## src/rtl/txarb_pkg.sv

```systemverilog
package txarb_pkg;

    localparam int NSRC = 4;

    typedef enum logic [1:0] {
        SRC_HI    = 2'd0,
        SRC_SCHED = 2'd1,
        SRC_LO    = 2'd2,
        SRC_FIFO  = 2'd3
    } src_e;

    typedef enum logic [1:0] {
        PAR_NONE  = 2'b00,
        PAR_ODD   = 2'b01,
        PAR_EVEN  = 2'b10,
        PAR_ODD_B = 2'b11
    } par_e;

    // Source that occupies a given rank (0 = most urgent) for the selected order.
    function automatic src_e rank_src(input logic fifo_first, input int unsigned pos);
        src_e s;
        case (pos)
            0:       s = fifo_first ? SRC_FIFO : SRC_HI;
            1:       s = SRC_SCHED;
            2:       s = SRC_LO;
            default: s = fifo_first ? SRC_HI : SRC_FIFO;
        endcase
        return s;
    endfunction

    function automatic logic [NSRC-1:0] src_onehot(input src_e s);
        logic [NSRC-1:0] v;
        v = '0;
        v[s] = 1'b1;
        return v;
    endfunction

endpackage

```

## src/rtl/txarb_hold_reg.sv

```systemverilog
module txarb_hold_reg #(
    parameter int W = 32
) (
    input  logic         clk,
    input  logic         rst,
    input  logic         wr,
    input  logic [W-1:0] wdata,
    input  logic         take,
    output logic         valid,
    output logic [W-1:0] word
);
    always_ff @(posedge clk) begin
        if (rst) begin
            valid <= 1'b0;
            word  <= '0;
        end else begin
            if (wr) begin
                valid <= 1'b1;
                word  <= wdata;
            end else if (take) begin
                valid <= 1'b0;
            end
        end
    end
endmodule

```

## src/rtl/txarb_pacer.sv

```systemverilog
module txarb_pacer #(
    parameter int CNT_W = 16
) (
    input  logic             clk,
    input  logic             rst,
    input  logic [CNT_W-1:0] div,
    input  logic             consume,
    output logic             credit
);
    logic [CNT_W-1:0] cnt;
    logic [CNT_W-1:0] last;
    logic             tick;

    assign last = (div == '0) ? '0 : div - 1'b1;
    assign tick = (cnt >= last);

    always_ff @(posedge clk) begin
        if (rst) begin
            cnt    <= '0;
            credit <= 1'b0;
        end else begin
            cnt <= tick ? '0 : cnt + 1'b1;
            if (tick)
                credit <= 1'b1;
            else if (consume)
                credit <= 1'b0;
        end
    end
endmodule

```

## src/rtl/txarb_pick.sv

```systemverilog
module txarb_pick
    import txarb_pkg::*;
(
    input  logic            fifo_first,
    input  logic [NSRC-1:0] req,
    output logic            any,
    output src_e            win
);
    logic [NSRC-1:0] req_ranked;

    for (genvar r = 0; r < NSRC; r++) begin : g_rank
        assign req_ranked[r] = req[rank_src(fifo_first, r)];
    end

    always_comb begin
        any = 1'b0;
        win = SRC_HI;
        for (int r = NSRC - 1; r >= 0; r--) begin
            if (req_ranked[r]) begin
                any = 1'b1;
                win = rank_src(fifo_first, r);
            end
        end
    end
endmodule

```

## src/rtl/txarb_parity.sv

```systemverilog
module txarb_parity
    import txarb_pkg::*;
#(
    parameter int W = 32
) (
    input  logic [1:0]   mode,
    input  logic [W-1:0] din,
    output logic [W-1:0] dout
);
    logic body_odd;
    assign body_odd = ^din[W-2:0];

    always_comb begin
        case (par_e'(mode))
            PAR_NONE: dout = din;
            PAR_EVEN: dout = {body_odd, din[W-2:0]};
            default:  dout = {~body_odd, din[W-2:0]};
        endcase
    end
endmodule

```

## src/rtl/txarb_top.sv

```systemverilog
module txarb_top
    import txarb_pkg::*;
#(
    parameter int WORD_W = 32,
    parameter int PACE_W = 16
) (
    input  logic              clk,
    input  logic              rst,
    input  logic              hi_wr,
    input  logic [WORD_W-1:0] hi_wdata,
    input  logic              lo_wr,
    input  logic [WORD_W-1:0] lo_wdata,
    input  logic              sched_valid,
    input  logic [WORD_W-1:0] sched_word,
    input  logic              fifo_valid,
    input  logic [WORD_W-1:0] fifo_word,
    input  logic              cfg_fifo_first,
    input  logic [1:0]        cfg_parity,
    input  logic              cfg_paced,
    input  logic [PACE_W-1:0] cfg_pace_div,
    input  logic              ctl_ready,
    output logic              ctl_load,
    output logic [WORD_W-1:0] ctl_word,
    output logic              hi_ack,
    output logic              sched_ack,
    output logic              lo_ack,
    output logic              fifo_ack
);
    logic              hi_valid, lo_valid;
    logic [WORD_W-1:0] hi_word, lo_word;
    logic              pace_credit;
    logic              fifo_req;
    logic [NSRC-1:0]   req;
    logic              win_any;
    src_e              win;
    logic              grant_ok;
    logic [NSRC-1:0]   grant_vec;
    logic [WORD_W-1:0] sel_word;
    logic [WORD_W-1:0] out_word;

    txarb_hold_reg #(.W(WORD_W)) u_hi (
        .clk(clk), .rst(rst), .wr(hi_wr), .wdata(hi_wdata),
        .take(grant_vec[SRC_HI]), .valid(hi_valid), .word(hi_word)
    );

    txarb_hold_reg #(.W(WORD_W)) u_lo (
        .clk(clk), .rst(rst), .wr(lo_wr), .wdata(lo_wdata),
        .take(grant_vec[SRC_LO]), .valid(lo_valid), .word(lo_word)
    );

    txarb_pacer #(.CNT_W(PACE_W)) u_pace (
        .clk(clk), .rst(rst), .div(cfg_pace_div),
        .consume(grant_vec[SRC_FIFO]), .credit(pace_credit)
    );

    assign fifo_req = fifo_valid && (!cfg_paced || pace_credit);

    always_comb begin
        req = '0;
        req[SRC_HI]    = hi_valid;
        req[SRC_SCHED] = sched_valid;
        req[SRC_LO]    = lo_valid;
        req[SRC_FIFO]  = fifo_req;
    end

    txarb_pick u_pick (
        .fifo_first(cfg_fifo_first), .req(req), .any(win_any), .win(win)
    );

    // The controller is busy for the cycle in which a word is being loaded.
    assign grant_ok  = ctl_ready && !ctl_load;
    assign grant_vec = (grant_ok && win_any) ? src_onehot(win) : '0;

    always_comb begin
        case (win)
            SRC_HI:    sel_word = hi_word;
            SRC_SCHED: sel_word = sched_word;
            SRC_LO:    sel_word = lo_word;
            default:   sel_word = fifo_word;
        endcase
    end

    txarb_parity #(.W(WORD_W)) u_par (
        .mode(cfg_parity), .din(sel_word), .dout(out_word)
    );

    always_ff @(posedge clk) begin
        if (rst) begin
            ctl_load  <= 1'b0;
            ctl_word  <= '0;
            hi_ack    <= 1'b0;
            sched_ack <= 1'b0;
            lo_ack    <= 1'b0;
            fifo_ack  <= 1'b0;
        end else begin
            ctl_load  <= |grant_vec;
            hi_ack    <= grant_vec[SRC_HI];
            sched_ack <= grant_vec[SRC_SCHED];
            lo_ack    <= grant_vec[SRC_LO];
            fifo_ack  <= grant_vec[SRC_FIFO];
            if (|grant_vec)
                ctl_word <= out_word;
        end
    end
endmodule

```

## config.mk

```make
export PLATFORM = sky130hd
export DESIGN_NAME = txarb_top
export DESIGN_NICKNAME = d
export VERILOG_FILES = /design/src/rtl/txarb_pkg.sv /design/src/rtl/txarb_hold_reg.sv /design/src/rtl/txarb_pacer.sv /design/src/rtl/txarb_pick.sv /design/src/rtl/txarb_parity.sv /design/src/rtl/txarb_top.sv
export SDC_FILE = /design/constraint.sdc
export NUM_CORES = 1
export LEC_CHECK = 0
export ABC_AREA = 1
export CORE_ASPECT_RATIO = 1.25
export CORE_MARGIN = 2
export CORE_UTILIZATION = 44
export CTS_CLUSTER_DIAMETER = 40
export DETAILED_ROUTE_END_ITERATION = 8
export DONT_BUFFER_PORTS = 1
export GPL_TIMING_DRIVEN = 1
export PLACE_DENSITY = 0.6
export SLEW_MARGIN = 25
export SYNTH_ARGS = -nofsm -noshare
export SYNTH_HDL_FRONTEND = slang
export SYNTH_HIERARCHICAL = 1
export SYNTH_SLANG_ARGS = --single-unit
```

## constraint.sdc

```tcl
create_clock -name clk -period 5 [get_ports clk]
set_clock_uncertainty 0.15 [all_clocks]
set_input_delay 0.75 -clock clk [delete_from_list [all_inputs] [get_ports clk]]
set_output_delay 0.75 -clock clk [all_outputs]
set_load 0.02 [all_outputs]
```

==> results.py <==
metrics = {
    "run_status": {
        "status": "complete, no violations",
    },
    "place": {
        "dp_slack_ns": 0.810,
        "numPortBuffers": 0,
        "gp_routability_congestion": 0.839,
        "dp.final_hpwl_um": 16800,
        "place_area_um2": 7400,
    },
    "cells_and_area": {
        "final_util": 0.471,
        "drive_gt1_frac": 0.0949,
        "ff_latch_area_um2": 2400,
        "multi_input_area_um2": 4220,
        "syn2layout_area_growth_pct": 4.28,
        "fin_area_um2": 7960,
        "fillers": 1856,
        "nets": 1310,
    },
    "cts": {
        "cts_made_buffers": 17,
        "cts_tree": "done",
        "cts_buffer_depth": 2,
        "post_cts_buffers": 0,
        "cts-root-buf": "clkbuf_16",
        "cts_resized": 0,
        "cts_hold_buf": 0,
        "clk_pin_slew_ns": 0.06,
        "clock_latency_ns": 0.43,
        "cts.sinks": 120,
        "cts_max_level": 4,
    },
    "synth": {
        "synth-async-reset-ratio": 0,
        "yosys.cell_count.top_type": "nand2_1",
        "synth_common_cells": "282 x nand2_1, 233 x nor2_1, 121 x nand3_1",
        "synthDistinctLibCells": 36,
        "synth_nets": 1369,
        "synth_edf_count": 0,
        "syn_avg_cell_area_um2": 6.39,
        "synth_top_area_frac": 0.315,
        "ys_seq_elements": 120,
        "netlist_area_um2": 7630,
        "synth_top_area_cell": "dfxtp_1",
        "synthTopCellsByArea": "dfxtp_1 31%, nand2_1 14%, nor2_1 11%, nand3_1 7.9%, inv_1 5.5%",
        "ys.flop_type": "dfxtp_1",
        "syn_inst": 1195,
        "synth_warnings": 6,
        "seq_area_frac_synth": 0.315,
    },
    "route": {
        "drc_errors": 0,
        "drt_first_pass_iters": 8,
        "drtIter0Drc": 548,
        "finalWirelength_um": 22800,
        "routedWlPerCell_um": 16.7,
        "antenna_left": 0,
        "drt-vias-per-instance": 5.16,
        "vias": 7072,
    },
    "sta": {
        "maxSlewViolCount": 0,
        "worstMarginPinSlew_ns": 1.06,
        "finalWorstSetupSlack_ns": 1.16,
        "clock.fmax_mhz": 261,
        "rsz0062_at_grt": "false",
        "finalCriticalPeriod_ns": 3.84,
        "min_period_over_period": 0.768,
        "tns_ns": 0,
        "hold_viol": 0,
        "max_slew_margin": 0.289,
        "setup_viol_count_final": 0,
    },
    "floorplan": {
        "die-area_um2": 18400,
        "initial_core_util": 0.451,
        "io_pins": 192,
        "rows": 53,
        "die_w_um": 122,
        "die_y_um": 151,
        "fp.coreArea_um2": 16900,
    },
    "global_routing": {
        "grt_pass1_wl_um": 34900,
        "grt_max_degree": 49,
        "antenna_found_initial": 1,
        "grt_usage": 0.248,
        "grt_pass1_vias": 6675,
        "overflow": 0,
    },
    "setup_path": {
        "crit_path_end_kind": "flip-flop",
        "worstPathMaxFanout": 48,
        "crit_chain": "inv_1 -> a21boi_0 -> nand2_1 -> inv_1 -> a21oi_1 -> nor2_4 -> buf_4 -> nand3_1 -> nand4_1 -> inv_1 -> nand2_1 -> nand2_2 -> nand2_2 -> inv_2 -> nor2_2 -> nand2_1 -> nand2_2 -> nand2_1 -> nand2_1 -> nand2_1 -> nand3_1 -> nand3_1 -> nor2_1 -> nor2_1",
        "criticalPathCategory": "reg2reg",
        "arrival_ns": 4.00,
        "cpMostUsedCell": "nand2_1",
        "cp_slowest_cell": "buf_4",
        "rr_worst_depth": 24,
        "start_kind": "flip-flop",
        "cp_data_required_time_ns": 5.16,
        "max_stage_delay_ns": 0.52,
    },
    "power": {
        "peakVddDrop_v": 0.000240,
        "powerDensity_nw_per_um2": 365,
        "p_leak_nw": 3.72,
        "power_w": 0.00291,
    },
    "worst_hold_path": {
        "hold_depth": 1,
        "hold_class": "in2reg",
    },
    "job": {
        "maxCapViolCount": 0,
    },
}
cells by family after synthesis:
| group | Yosys count | share of synthesized area |
|---|---|---|
| AND/OR/NAND/NOR | 741 | 0.432 |
| buffers and inverters | 206 | 0.135 |
| flip-flops | 120 | 0.315 |
| AO/OA/AOI/OAI | 80 | 0.0536 |
| XOR/XNOR | 29 | 0.0333 |
| adder cells (fa/ha/maj) | 19 | 0.0311 |
final timing paths:
path | slack, ns | endpoint | from
worst max-delay path | 1.16 | ctl_word[31] | u_pace/credit
worst min-delay path | 0.25 | u_lo/valid | rst
worst max register to register | 1.16 | ctl_word[31] | u_pace/credit
worst min register to register | 0.32 | u_pace/cnt[0] | u_pace/cnt[0]
metrics by stage:
step / std cells / hold slack [ns]
floorplan: 1195 / 0.280
global placement: 1337 / 0.296
detailed placement: 1337 / 0.309
CTS: 1369 / 0.220
global route: 1370 / 0.225
finish: 1370 / 0.247
critical path, delay by kind of cell (launching register included):
family / cells / cell delay (ns)
buffers and inverters: 5 / 0.79
AO/OA/AOI/OAI: 2 / 0.42
AND/OR/NAND/NOR: 17 / 2.01
flip-flops: 1 / 0.33
registers in the layout, summed over array words and instances (netlist names):
| name | count |
|---|---|
| u_pace/credit | 1 |
| fifo_ack | 1 |
| u_hi/word | 32 |
| u_pace/cnt | 16 |
| u_lo/valid | 1 |
| u_hi/valid | 1 |
| hi_ack | 1 |
| ctl_load | 1 |
| ctl_word | 32 |
| u_lo/word | 32 |
| sched_ack | 1 |
| lo_ack | 1 |
cells in the final DEF (no fill, tap or decap), types with 11 or more instances in the layout:
master     instances
inv_1            109
ha_1              19
nor2_1           232
clkbuf_16         17
xor2_1            18
nand2_2           17
xnor2_1           11
a21oi_1           11
o21ai_0           65
nor2_2            17
inv_2             11
nand2_1          282
nand4_1           39
dfxtp_1          120
nand3_1          121
layer usage:
metal,GRT usage,share of wire
met2,0.441,0.51
met1,0.273,0.39
met4,0.107,0.030
met3,0.0700,0.065
met5,0,0
power breakdown:
part           leakage (nW)  switching (W)  internal [W]  total, W
clock                 0.274       0.000458      0.000703   0.00116
combinational          2.46       0.000431      0.000205  0.000636
sequential            0.992      0.0000827       0.00103   0.00111
cell type report:
| class | instances | area share |
|---|---|---|
| clock inverters | 13 | 0.0132 |
| diodes | 1 | 0.000314 |
| clock buffers | 19 | 0.0569 |
| well taps | 220 | 0.0346 |
| repair buffers | 6 | 0.00566 |
| multi-input cells | 869 | 0.530 |
| inverters | 122 | 0.0577 |
| flip-flops and latches | 120 | 0.302 |
No activity file was read; power rests on OpenSTA's default activity.
